===== src/rtl/pmb_pkg.sv =====
package pmb_pkg;
  localparam int ADDR_W   = 18;
  localparam int FRAME_N  = 64;
  localparam int PREAMBLE = 32;
  localparam int TA_BIT   = 46;
  localparam int DATA_BIT = 48;

  localparam logic [1:0] OP_WR = 2'b01;
  localparam logic [1:0] OP_RD = 2'b10;

  typedef struct packed {
    logic [8:0] page;
    logic [2:0] sfx;
    logic [4:0] idx;
  } pmb_addr_t;

  typedef enum logic [2:0] {
    S_IDLE, S_PAGE, S_SETTLE, S_HALF1, S_HALF2, S_RESP
  } pmb_state_e;
endpackage


===== src/rtl/pmb_addr_split.sv =====
module pmb_addr_split
  import pmb_pkg::*;
(
  input  logic [ADDR_W-1:0] addr,
  output pmb_addr_t         fields
);
  always_comb begin
    fields.idx  = {addr[5:2], 1'b0};
    fields.sfx  = addr[8:6];
    fields.page = addr[17:9];
  end
endmodule


===== src/rtl/pmb_mdio_master.sv =====
module pmb_mdio_master
  import pmb_pkg::*;
#(
  parameter int CLK_DIV = 20
) (
  input  logic        clk,
  input  logic        rst_n,
  input  logic        start,
  input  logic        wr,
  input  logic [4:0]  phy,
  input  logic [4:0]  regad,
  input  logic [15:0] wdata,
  output logic        busy,
  output logic        done,
  output logic [15:0] rdata,
  output logic        mdc,
  output logic        mdio_o,
  output logic        mdio_oe,
  input  logic        mdio_i
);
  localparam int PH_W = (2 * CLK_DIV > 1) ? $clog2(2 * CLK_DIV) : 1;
  localparam logic [PH_W-1:0] PH_HI   = PH_W'(CLK_DIV);
  localparam logic [PH_W-1:0] PH_LAST = PH_W'(2 * CLK_DIV - 1);
  localparam logic [5:0] LAST_BIT = 6'(FRAME_N - 1);

  logic              run, rd_q, done_q;
  logic [63:0]       shreg;
  logic [5:0]        bitn;
  logic [PH_W-1:0]   phase;
  logic [15:0]       rdata_q;
  logic [63:0]       frame;

  always_comb begin
    frame = {{PREAMBLE{1'b1}}, 2'b01, (wr ? OP_WR : OP_RD), phy, regad,
             (wr ? 2'b10 : 2'b11), (wr ? wdata : 16'hFFFF)};
  end

  always_ff @(posedge clk or negedge rst_n) begin
    if (!rst_n) begin
      run     <= 1'b0;
      rd_q    <= 1'b0;
      done_q  <= 1'b0;
      shreg   <= '1;
      bitn    <= '0;
      phase   <= '0;
      rdata_q <= '0;
    end else begin
      done_q <= 1'b0;
      if (!run) begin
        if (start) begin
          run   <= 1'b1;
          rd_q  <= !wr;
          shreg <= frame;
          bitn  <= '0;
          phase <= '0;
        end
      end else begin
        if (rd_q && phase == PH_HI && bitn >= 6'(DATA_BIT))
          rdata_q <= {rdata_q[14:0], mdio_i};
        if (phase == PH_LAST) begin
          phase <= '0;
          shreg <= {shreg[62:0], 1'b1};
          if (bitn == LAST_BIT) begin
            run    <= 1'b0;
            done_q <= 1'b1;
          end else begin
            bitn <= bitn + 6'd1;
          end
        end else begin
          phase <= phase + PH_W'(1);
        end
      end
    end
  end

  assign mdc     = run && (phase >= PH_HI);
  assign mdio_o  = shreg[63];
  assign mdio_oe = run && !(rd_q && bitn >= 6'(TA_BIT));
  assign busy    = run;
  assign done    = done_q;
  assign rdata   = rdata_q;

  // a frame only ends after its last bit
  assert_frame_len_R7: assert property (@(posedge clk) disable iff (!rst_n)
    $fell(run) |-> bitn == LAST_BIT);
  // the sequencer never starts a frame over a running one
  assert_start_idle_R9: assert property (@(posedge clk) disable iff (!rst_n)
    start |-> !run);
  // completion is a single pulse
  assert_done_pulse_R12: assert property (@(posedge clk) disable iff (!rst_n)
    done |=> !done);
endmodule


===== src/rtl/pmb_seq.sv =====
module pmb_seq
  import pmb_pkg::*;
#(
  parameter int          SETTLE_CYCLES = 200000,
  parameter logic [4:0]  PAGE_PHY      = 5'h18,
  parameter logic [4:0]  DATA_PHY_BASE = 5'h10
) (
  input  logic        clk,
  input  logic        rst_n,
  input  logic        req_valid,
  input  logic        req_write,
  input  pmb_addr_t   req_fields,
  input  logic [31:0] req_wdata,
  output logic        req_ready,
  output logic        busy,
  output logic        rsp_valid,
  output logic [31:0] rsp_rdata,
  input  logic        m_busy,
  input  logic        m_done,
  input  logic [15:0] m_rdata,
  output logic        m_start,
  output logic        m_wr,
  output logic [4:0]  m_phy,
  output logic [4:0]  m_reg,
  output logic [15:0] m_wdata
);
  localparam int CNT_W = $clog2(SETTLE_CYCLES + 1);
  localparam logic [CNT_W-1:0] CNT_END = CNT_W'(SETTLE_CYCLES - 1);

  pmb_state_e       state;
  pmb_addr_t        lat;
  logic             we_q, sent;
  logic [31:0]      wd_q, rd_q;
  logic [CNT_W-1:0] cnt;
  logic [4:0]       data_phy, reg_odd;

  assign data_phy = DATA_PHY_BASE | {2'b00, lat.sfx};
  assign reg_odd  = {lat.idx[4:1], 1'b1};

  always_comb begin
    m_start = 1'b0;
    m_wr    = 1'b1;
    m_phy   = PAGE_PHY;
    m_reg   = 5'd0;
    m_wdata = {7'd0, lat.page};
    unique case (state)
      S_PAGE: m_start = !sent && !m_busy;
      S_HALF1: begin
        m_start = !sent && !m_busy;
        m_wr    = we_q;
        m_phy   = data_phy;
        m_reg   = we_q ? reg_odd : lat.idx;
        m_wdata = wd_q[31:16];
      end
      S_HALF2: begin
        m_start = !sent && !m_busy;
        m_wr    = we_q;
        m_phy   = data_phy;
        m_reg   = we_q ? lat.idx : reg_odd;
        m_wdata = wd_q[15:0];
      end
      default: ;
    endcase
  end

  always_ff @(posedge clk or negedge rst_n) begin
    if (!rst_n) begin
      state <= S_IDLE;
      lat   <= '0;
      we_q  <= 1'b0;
      wd_q  <= '0;
      rd_q  <= '0;
      sent  <= 1'b0;
      cnt   <= '0;
    end else begin
      if (m_start) sent <= 1'b1;
      unique case (state)
        S_IDLE: if (req_valid) begin
          lat   <= req_fields;
          we_q  <= req_write;
          wd_q  <= req_wdata;
          rd_q  <= '0;
          sent  <= 1'b0;
          state <= S_PAGE;
        end
        S_PAGE: if (m_done) begin
          sent  <= 1'b0;
          cnt   <= '0;
          state <= S_SETTLE;
        end
        S_SETTLE: begin
          if (cnt == CNT_END) state <= S_HALF1;
          else cnt <= cnt + CNT_W'(1);
        end
        S_HALF1: if (m_done) begin
          sent  <= 1'b0;
          if (!we_q) rd_q[15:0] <= m_rdata;
          state <= S_HALF2;
        end
        S_HALF2: if (m_done) begin
          sent  <= 1'b0;
          if (!we_q) rd_q[31:16] <= m_rdata;
          state <= S_RESP;
        end
        default: state <= S_IDLE;
      endcase
    end
  end

  assign req_ready = (state == S_IDLE);
  assign busy      = (state != S_IDLE);
  assign rsp_valid = (state == S_RESP);
  assign rsp_rdata = rd_q;

  // once busy, stays busy until the response cycle
  assert_busy_hold_R9: assert property (@(posedge clk) disable iff (!rst_n)
    busy && !rsp_valid |=> busy);
  // response is a single-cycle pulse
  assert_rsp_pulse_R12: assert property (@(posedge clk) disable iff (!rst_n)
    rsp_valid |=> !rsp_valid && !busy);
  // latched request cannot change while an access is in flight
  assert_ignore_busy_R10: assert property (@(posedge clk) disable iff (!rst_n)
    busy && !rsp_valid |=> $stable(lat) && $stable(we_q) && $stable(wd_q));
  // data phase is entered only after the full settle count
  assert_settle_done_R3: assert property (@(posedge clk) disable iff (!rst_n)
    state == S_HALF1 && $past(state) == S_SETTLE |-> $past(cnt) == CNT_END);
  // a write returns zero
  assert_wr_zero_R12: assert property (@(posedge clk) disable iff (!rst_n)
    rsp_valid && we_q |-> rsp_rdata == 32'd0);
endmodule


===== src/rtl/paged_mdio_bridge.sv =====
module paged_mdio_bridge
  import pmb_pkg::*;
#(
  parameter int         CLK_DIV       = 20,
  parameter int         SETTLE_CYCLES = 200000,
  parameter logic [4:0] PAGE_PHY      = 5'h18,
  parameter logic [4:0] DATA_PHY_BASE = 5'h10
) (
  input  logic        clk,
  input  logic        rst_n,
  input  logic        req_valid,
  output logic        req_ready,
  input  logic        req_write,
  input  logic [17:0] req_addr,
  input  logic [31:0] req_wdata,
  output logic        rsp_valid,
  output logic [31:0] rsp_rdata,
  output logic        busy,
  output logic        mdc,
  output logic        mdio_o,
  output logic        mdio_oe,
  input  logic        mdio_i
);
  pmb_addr_t   fields;
  logic        m_start, m_wr, m_busy, m_done;
  logic [4:0]  m_phy, m_reg;
  logic [15:0] m_wdata, m_rdata;

  pmb_addr_split u_split (
    .addr   (req_addr),
    .fields (fields)
  );

  pmb_seq #(
    .SETTLE_CYCLES (SETTLE_CYCLES),
    .PAGE_PHY      (PAGE_PHY),
    .DATA_PHY_BASE (DATA_PHY_BASE)
  ) u_seq (
    .clk        (clk),
    .rst_n      (rst_n),
    .req_valid  (req_valid),
    .req_write  (req_write),
    .req_fields (fields),
    .req_wdata  (req_wdata),
    .req_ready  (req_ready),
    .busy       (busy),
    .rsp_valid  (rsp_valid),
    .rsp_rdata  (rsp_rdata),
    .m_busy     (m_busy),
    .m_done     (m_done),
    .m_rdata    (m_rdata),
    .m_start    (m_start),
    .m_wr       (m_wr),
    .m_phy      (m_phy),
    .m_reg      (m_reg),
    .m_wdata    (m_wdata)
  );

  pmb_mdio_master #(
    .CLK_DIV (CLK_DIV)
  ) u_mdio (
    .clk     (clk),
    .rst_n   (rst_n),
    .start   (m_start),
    .wr      (m_wr),
    .phy     (m_phy),
    .regad   (m_reg),
    .wdata   (m_wdata),
    .busy    (m_busy),
    .done    (m_done),
    .rdata   (m_rdata),
    .mdc     (mdc),
    .mdio_o  (mdio_o),
    .mdio_oe (mdio_oe),
    .mdio_i  (mdio_i)
  );

  // bus quiet whenever no access is in flight
  assert_idle_quiet_R11: assert property (@(posedge clk) disable iff (!rst_n)
    !busy |-> !mdc && !mdio_oe);
  // ready and busy are never high together
  assert_ready_busy_R9: assert property (@(posedge clk) disable iff (!rst_n)
    !(req_ready && busy));
endmodule


===== config.mk =====
export PLATFORM = sky130hd
export DESIGN_NAME = paged_mdio_bridge
export DESIGN_NICKNAME = d
export VERILOG_FILES = /design/src/rtl/pmb_pkg.sv /design/src/rtl/pmb_addr_split.sv /design/src/rtl/pmb_mdio_master.sv /design/src/rtl/pmb_seq.sv /design/src/rtl/paged_mdio_bridge.sv
export SDC_FILE = /design/constraint.sdc
export NUM_CORES = 1
export LEC_CHECK = 0
export ABC_AREA = 0
export BUFFER_PORTS_ARGS = -buffer_cell sky130_fd_sc_hd__buf_2
export CORE_MARGIN = 2
export CORE_UTILIZATION = 53
export CTS_CLUSTER_DIAMETER = 80
export DETAILED_ROUTE_END_ITERATION = 7
export GPL_ROUTABILITY_DRIVEN = 0
export PLACE_DENSITY = 0.73
export SLEW_MARGIN = 0
export SYNTH_ARGS = -nofsm -noshare
export SYNTH_HDL_FRONTEND = slang
export SYNTH_HIERARCHICAL = 1
export SYNTH_SLANG_ARGS = --single-unit

===== constraint.sdc =====
create_clock -name clk -period 5.7 [get_ports clk]
set_input_delay 0.855 -clock clk [delete_from_list [all_inputs] [get_ports clk]]
set_output_delay 0.855 -clock clk [all_outputs]
set_load 0.03 [all_outputs]

---- Yosys cells after proc, flatten, opt, wreduce, memory -nomap -nowiden ----
Index checks and enable logic that the tools add are counted.
storage, ports and cells
  register bits ........................... 198
  output and inout port bits .............. 38
cells by class
  add/subtract/negate cells ............... 3
  order comparisons ....................... 3
  equal/unequal tests ..................... 19
  mux-type cells .......................... 44
  bitwise logic cells ..................... 1
  reductions and logical operators ........ 27
operators with widths
  kind                                                   number
  two-way mux 64 bit                                     3
  case mux 16 bit (2 select lines)                       3
  two-way mux 16 bit                                     3
  two-way mux 18 bit                                     2
  two-way mux 6 bit                                      6
  case mux 18 bit (2 select lines)                       1
  two-way mux 32 bit                                     1
  adder 18 x 1 -> 18 bit, second input constant          1
  equality test 18 bit, second input constant            1
  two-way mux 1 bit                                      15
  two-way mux 3 bit                                      5
  case mux 3 bit (5 select lines)                        1
  adder 6 x 1 -> 6 bit, second input constant            2
  equality test 6 bit, second input constant             2
  >= comparator 6 bit, second input constant             2
  inequality test 2 bit, second input constant           6
  case mux 5 bit (2 select lines)                        1
  inequality test 2 x 1 -> 1 bit, second input constant  4
  AND reduction 2 bit                                    4
  AND reduction 4 bit                                    2
  nonzero test 2 bit                                     4
  equality test 3 x 2 -> 1 bit, second input constant    2
  equality test 3 bit, second input constant             2
  equality test 6 x 5 -> 1 bit, second input constant    1
  other kinds (14)                                       23

---- Logic depth before layout (Yosys ltp) ----
Gate-level depths: netlist (run 1).
  word-level depth ........................ 6
  gate-level depth with buffers ........... 9

---- By module ----
Netlist (run 1), hierarchy kept.
modules (own cells, without submodules)
  module           times used  cells each  area an instance (sq um)
  pmb_seq          1           453         4710.8
  pmb_mdio_master  1           394         4206.5
  pmb_addr_split   1           18          131.4

---- Least setup slack after synthesis (run 1) ----
No wires, ideal clock.
  kind .................................... reg-to-output
  from .................................... register u_seq.state[2]
  to ...................................... output port rsp_valid
  arrival ................................. 1.484 ns
  setup slack ............................. 3.361 ns
  cell stages (with the launch flop) ...... 4
  buffers on the path ..................... 1
  cells stage by stage .................... dfrtp_1 > clkbuf_1 > inv_1 > nor3b_1
on the way
  word-level cells in the longest chain between the ends .. 1
RTL lines
  element                 line                     RTL
  from (decl)             pmb_seq.sv:30            pmb_state_e state;
  from (signal assigned)  pmb_seq.sv:68            state <= S_IDLE;
  from (signal assigned)  pmb_seq.sv:84            state <= S_PAGE;
  from (signal assigned)  pmb_seq.sv:89            state <= S_SETTLE;
  equality test 3 bit     pmb_seq.sv:112           assign rsp_valid = (state == S_RESP);
  to (decl)               paged_mdio_bridge.sv:16  output logic rsp_valid,
No other way between the ends.

---- Worst setup path in the final report (run 1) ----
  from .................................... register u_seq.state[2]
  to ...................................... register u_mdio.shreg[13]
on the way
  word-level cells in the longest chain between the ends .. 6
  elaborated cells on any way between the ends .. 13
  classes of those cells .................. eq/ne (3); mux (6); reduce/logical (4)
RTL lines
  element                                                                     line                     RTL
  equality test 3 x 2 -> 1 bit / equality test 3 bit (equally long branches)  pmb_seq.sv:46            unique case (state)
  OR reduction 2 bit (no line) (*)                                            n/a
  two-way mux 1 bit (*)                                                       pmb_seq.sv:46
  net m_wr                                                                    paged_mdio_bridge.sv:25  logic m_start, m_wr, m_busy, m_done;
  two-way mux 16 bit (*)                                                      pmb_mdio_master.sv:35    (wr ? 2'b10 : 2'b11), (wr ? wdata : 16'hFFFF)};
  two-way mux 64 bit (*)                                                      pmb_mdio_master.sv:50    if (start) begin
  two-way mux 64 bit (*)                                                      pmb_mdio_master.sv:49    if (!run) begin
  to (signal assigned)                                                        pmb_mdio_master.sv:53    shreg <= frame;
  to (signal assigned)                                                        pmb_mdio_master.sv:62    shreg <= {shreg[62:0], 1'b1};
  to (decl)                                                                   pmb_mdio_master.sv:27    logic [63:0] shreg;
The timed path passes the listed nets; every way through them passes the cells marked *. The select of a mux whose other input is x is not followed.
A chain may end at the register's enable or synchronous reset.

==> results.toml, run 1 <==
[detailed_routing]
wl_per_cell_um = 15.53
drt_iter0_markers = 455
num_vias = 6447
drt_pass1_iterations = 5
wirelength_um = 17830
avgViaCountPerCell = 5.616
postRouteAntennaNets = 0
drcViolationCount = 0

[yosys]
synth_area_sq_mm = 0.009049
synthAdderAreaFrac_pct = 0.5531
synth_edf_count = 0
ys_seq_area_share_pct = 55.92
synth_xor_area_share_pct = 0.2904
syn_area_per_cell_sq_um = 10.46
synth_cell_types = 66
synth_ff_type = "dfrtp_1"
synthMuxAreaShare_pct = 9.555
synthArstFlopShare_pct = 100.0
ys_warn_count = 6
synthSimpleGateAreaFrac_pct = 15.03
synth_compound_area_share_pct = 13.81
synth_seq_cells = 199
netlist_instances = 865
synth_fp_nets = 924
synth_top_family_by_area = "simple AND/OR/NAND/NOR gates"

[floorplan]
row_count = 47
core-area_sq_mm = 0.01664
fp.dieW_um = 134.7
start_util_pct = 54.37
dieArea_sq_mm = 0.01813
io_pins = 93
die_h_um = 134.7

[cts]
root_buffer = "clkbuf_16"
clock_sinks = 199
cts_resized = 0
clockBufferDepth = 2
cts_tree = "done"
cts_hold_buf = 0
clk_latency_ns = 0.43
post_cts_buffers = 0
numCtsBuffers = 17
path_clk_slew_ns = 0.07
h-tree-depth = 4

[worst_hold_path]
hold_class = "reg2reg"
worstHoldStart = "u_seq/rsp_rdata[6]$_DFFE_PN0P_"

[timing]
min_period_ns = 2.759
timing_hold_violations_final = 0
tns_ns = 0
slew_headroom_pct = 19.53
fin_ws_ns = 2.941
skew_ns = 0.01615
setup_viol = 0
fin_crit_sh_pct = 48.40
rsz0062_at_grt = "no"
fmax_ghz = 0.3625
worst_pin_slew_ns = 1.207
drv_slew = 0

[critical_path]
critPathMostFrequentCell = "buf_4"
cp_slowest_cell = "dfrtp_1"
cp-start-kind = "register"
rr_startpoint = "u_seq/state[2]$_DFFE_PN0P_"
endpoint_kind = "register"
cp_num_buf_inv = 2
cp_slowest_stage_delay_ns = 0.59
crit_type = "reg2reg"
required_ns = 6.06
cp_top_family = "simple AND/OR/NAND/NOR gates"
arrival_ns = 3.12
crit_path_max_fanout = 36
cp-startpoint = "u_seq/state[2]$_DFFE_PN0P_"
cp_cell_sequence = "nor3b_4, buf_4, nor2_1, buf_4, or2_2, nand2_1, o22ai_1, o21ai_1"

[global_routing]
grt_pass1_wl_um = 30690
grt_max_degree = 103
antenna_found_initial = 1
grt_pass1_vias = 6283
global_route.usage.total_pct = 20.82
grt.overflow.total = 0

[final_layout]
layout.nets = 973
mostFrequentLayoutCells = "163 x nand2_1, 135 x dfrtp_1, 89 x buf_2"
drive_gt1_share_pct = 29.88
mostFrequentLayoutCell = "nand2_1"
area_delta_synth_final_pct = 11.55

[placement]
dpl.hpwl_um = 11210
port_buffers = 90
dp_slack_ns = 2.798

[power_and_ir_drop]
ir_drop_uv = 300.9
p_per_area_mw_per_mm2 = 385.4
leakagePower_nw = 4.519

[outcome]
outcome = "completed"

[run]
drv_cap = 0
[registers in the layout, summed over array words and instances, names as in the netlist]
name,flops
u_mdio/shreg,64
u_mdio/rd_q,1
u_seq/sent,1
u_seq/cnt,18
u_mdio/busy,1
u_seq/lat,14
u_seq/rsp_rdata,32
u_mdio/phase,6
u_seq/state,3
u_seq/wd_q,32
u_seq/data_phy,3
u_mdio/bitn,6
u_seq/we_q,1
u_mdio/done,1
u_mdio/rdata,16
[worst reg2reg max path, stage by stage, from the launching register on]
cell     delay, ns
dfrtp_1       0.59
nor3b_4       0.26
buf_4         0.41
nor2_1        0.08
buf_4         0.22
or2_2         0.32
nand2_1       0.46
o22ai_1       0.19
o21ai_1       0.16
[cells by family after synthesis]
family / after synthesis
other: 2
XOR/XNOR: 3
buffers and inverters: 84
adder cells (fa/ha/maj): 4
multiplexers: 78
flip-flops: 199
AO/OA/AOI/OAI: 205
AND/OR/NAND/NOR: 290
[cell usage after synthesis, types with 12 or more instances]
library cell  instances  share of area, %
nor2_1               26               1.1
o22ai_1              16               1.1
nand2_1             163               6.8
mux2_2               67               8.3
inv_1                13              0.54
dfstp_2              64                19
clkbuf_1             37               1.5
nand3_1              45               2.5
buf_4                20               1.7
o21ai_1              48               2.7
o21ai_0              63               3.5
dfrtp_1             135                37
a21oi_1              12              0.66
[through the flow]
stage	utilization [%]	cell area, sq um	hold WS (ns)	total power [mW]	cells
final	60.65	10090	0.4753	3.890	1148
after global routing	60.63	10090	0.4943	4.116	1147
after CTS	60.63	10090	0.4768	3.920	1147
after detailed placement	57.14	9509	0.4671	2.748	1115
after global placement	57.14	9509	0.4583	2.715	1115
after floorplan	-	9049	0.4513	2.557	865
[final cells by class]
| cell class | count | area [sq um] |
|---|---|---|
| Fill cell | 1371 | 6549 |
| Timing Repair Buffer | 101 | 541.8 |
| Tap cell | 220 | 275.3 |
| Multi-Input combinational cell | 582 | 3583 |
| Clock buffer | 25 | 528.0 |
| Clock inverter | 7 | 53.80 |
| Sequential cell | 199 | 5060 |
| Inverter | 13 | 48.80 |
| Antenna cell | 1 | 2.502 |
[layer usage]
layer / track usage (%) / part of all wire [%] / wire, um
met1: 30.04 / 47 / 8458
met2: 32.23 / 47 / 8340
met4: 5.088 / 0.90 / 160
met3: 4.767 / 4.9 / 868
met5: 0 / 0 / 0
[where the power goes]
part | internal, mW | leakage [nW] | switching [mW]
logic | 0.315 | 1.78 | 0.464
clock network | 0.652 | 0.285 | 0.515
registers | 1.80 | 2.45 | 0.147
[final timing paths]
path	end	slack, ns	depth (start not counted)
worst min register to register	u_seq/rsp_rdata[6]$_DFFE_PN0P_	0.48	2
max in group asynchronous	u_mdio/bitn[1]$_DFFE_PN0P_	3.96	2
worst max register to register	u_mdio/shreg[13]$_DFFE_PN1P_	2.94	8
min in group asynchronous	u_seq/wd_q[11]$_DFFE_PN0P_	0.51	1
worst min-delay path	u_seq/rsp_rdata[6]$_DFFE_PN0P_	0.48	2
worst max-delay path	u_mdio/shreg[13]$_DFFE_PN1P_	2.94	8
(Power assumes the default switching activity.)
==> inputs of run 2 (changes only) <==
--- a/config.mk
+++ b/config.mk
@@ -12,7 +12,7 @@
 export CTS_CLUSTER_DIAMETER = 80
 export DETAILED_ROUTE_END_ITERATION = 7
 export GPL_ROUTABILITY_DRIVEN = 0
-export PLACE_DENSITY = 0.73
+export PLACE_DENSITY = 0.76
 export SLEW_MARGIN = 0
 export SYNTH_ARGS = -nofsm -noshare
 export SYNTH_HDL_FRONTEND = slang
==> constraint.sdc (replaced) <==
create_clock -name clk -period 2.3 [get_ports clk]
set_input_delay 0.345 -clock clk [delete_from_list [all_inputs] [get_ports clk]]
set_output_delay 0.345 -clock clk [all_outputs]
set_load 0.03 [all_outputs]
==> run 2 against run 1 <==
Against the previous run:
- count of clock-buffer cells in the layout decreased by 6
- sequential share of layout area shrank 1.1 points
- global-route usage is 0.38 points higher
- routed wire length increased by 1.5%
- worst setup slack got worse by 2.8 ns
==> results.toml, run 2 (same netlist as run 1, synthesis figures left out) <==
[placement]
place_inst = 1135
dp_slack_ns = 0.1182
dpl.hpwl_um = 11740
port_buffers = 90

[cts]
clock_sinks = 199
post_cts_buffers = 0
numCtsBuffers = 17
clockBufferDepth = 2
clk_latency_ns = 0.43
cts_tree = "done"
h-tree-depth = 4
root_buffer = "clkbuf_16"
path_clk_slew_ns = 0.08

[timing]
fin_crit_sh_pct = 92.58
fin_ws_ns = 0.1707
timing_hold_violations_final = 0
fmax_ghz = 0.4696
min_period_ns = 2.129
tns_ns = 0
setup_viol = 0
skew_ns = 0.01316
drv_slew = 0
worst_pin_slew_ns = 0.7199
rsz0062_at_grt = "no"
slew_headroom_pct = 51.82

[final_layout]
mostFrequentLayoutCell = "nand2_1"
drive_gt1_share_pct = 31.54
area_delta_synth_final_pct = 14.10
largest-register = "u_mdio/shreg"
mostFrequentLayoutCells = "163 x nand2_1, 135 x dfrtp_1, 89 x buf_2"
fin_cells = 1169
largest_reg_flops = 64
layout.nets = 994

[critical_path]
crit_path_max_fanout = 16
endpoint_kind = "register"
cp-start-kind = "register"
arrival_ns = 2.45
crit_type = "reg2reg"
required_ns = 2.62

[floorplan]
die_h_um = 134.7
dieArea_sq_mm = 0.01813
fp.dieW_um = 134.7
row_count = 47
start_util_pct = 54.37
core-area_sq_mm = 0.01664
io_pins = 93

[detailed_routing]
avgViaCountPerCell = 5.662
postRouteAntennaNets = 0
wirelength_um = 18100
drt_pass1_iterations = 5
drt_iter0_markers = 582
drcViolationCount = 0
wl_per_cell_um = 15.48
num_vias = 6619

[power_and_ir_drop]
leakagePower_nw = 4.648
ir_drop_uv = 672.1
p_per_area_mw_per_mm2 = 944.1

[run]
drv_cap = 0

[global_routing]
grt_pass1_vias = 6512
global_route.usage.total_pct = 21.20
grt_pass1_wl_um = 31220
grt.overflow.total = 0
grt_max_degree = 67
antenna_found_initial = 0

[outcome]
outcome = "completed"

[worst_hold_path]
hold_class = "in2reg"
==> run 2: report_power, final <==
group	switching [mW]	internal [mW]
clock network	1.40	1.51
logic	1.18	0.826
registers	0.380	4.45
==> run 2: final cells by class <==
type                            count  area, sq um
Clock inverter                     13        133.9
Multi-Input combinational cell    582         3598
Fill cell                        1353         6317
Antenna cell                        1        2.502
Tap cell                          220        275.3
Sequential cell                   199         5060
Clock buffer                       19        454.2
Timing Repair Buffer              122        752.0
Inverter                           13        48.80
==> run 2: timing repair <==
item | 4_1_cts | 5_1_grt
hold endpoints to repair | 50 | 0
hold buffers | 1 | 0
gates resized for setup | 0 | 2
endpoints found under the setup margin | 0 | 23
==> run 2: critical path, stage by stage (launching register included) <==
cell and delay [ns]:
dfrtp_1 0.48, buf_4 0.21, nor4b_4 0.58, buf_4 0.37
mux2_2 0.37
==> run 2: final timing paths <==
kind,start,to,slack [ns],cells after the start
setup / recovery,u_seq/state[1]$_DFFE_PN0P_,u_seq/wd_q[2]$_DFFE_PN0P_,0.17,4
hold / removal,req_addr[5],u_seq/lat[4]$_DFFE_PN0P_,0.14,2
setup reg to reg,u_seq/state[1]$_DFFE_PN0P_,u_seq/wd_q[2]$_DFFE_PN0P_,0.17,4
hold reg to reg,u_seq/rsp_rdata[12]$_DFFE_PN0P_,u_seq/rsp_rdata[12]$_DFFE_PN0P_,0.48,2
max in group asynchronous,rst_n,u_mdio/shreg[5]$_DFFE_PN1P_,1.11,3
min in group asynchronous,rst_n,u_seq/cnt[9]$_DFFE_PN0P_,0.44,2
==> run 2: through the flow <==
stage	hold WS [ns]	total power [mW]	cell area, sq um	utilization (%)
6_report	0.1401	9.748	10320	62.04
5_1_grt	0.1288	10.33	10320	62.03
4_1_cts	0.1242	9.830	10310	61.94
3_5_place_dp	0.3429	6.878	9709	58.34
3_3_place_gp	0.3434	6.772	9709	58.34
2_1_floorplan	0.04941	6.337	9049	-
==> run 2: routing by layer <==
metal	up-vias	routed length, um	track usage (%)
met5	-	0	0
met4	0	232	6.374
met3	19	794	4.354
met2	167	8631	33.39
li1	3169	-	-
met1	3264	8440	29.92
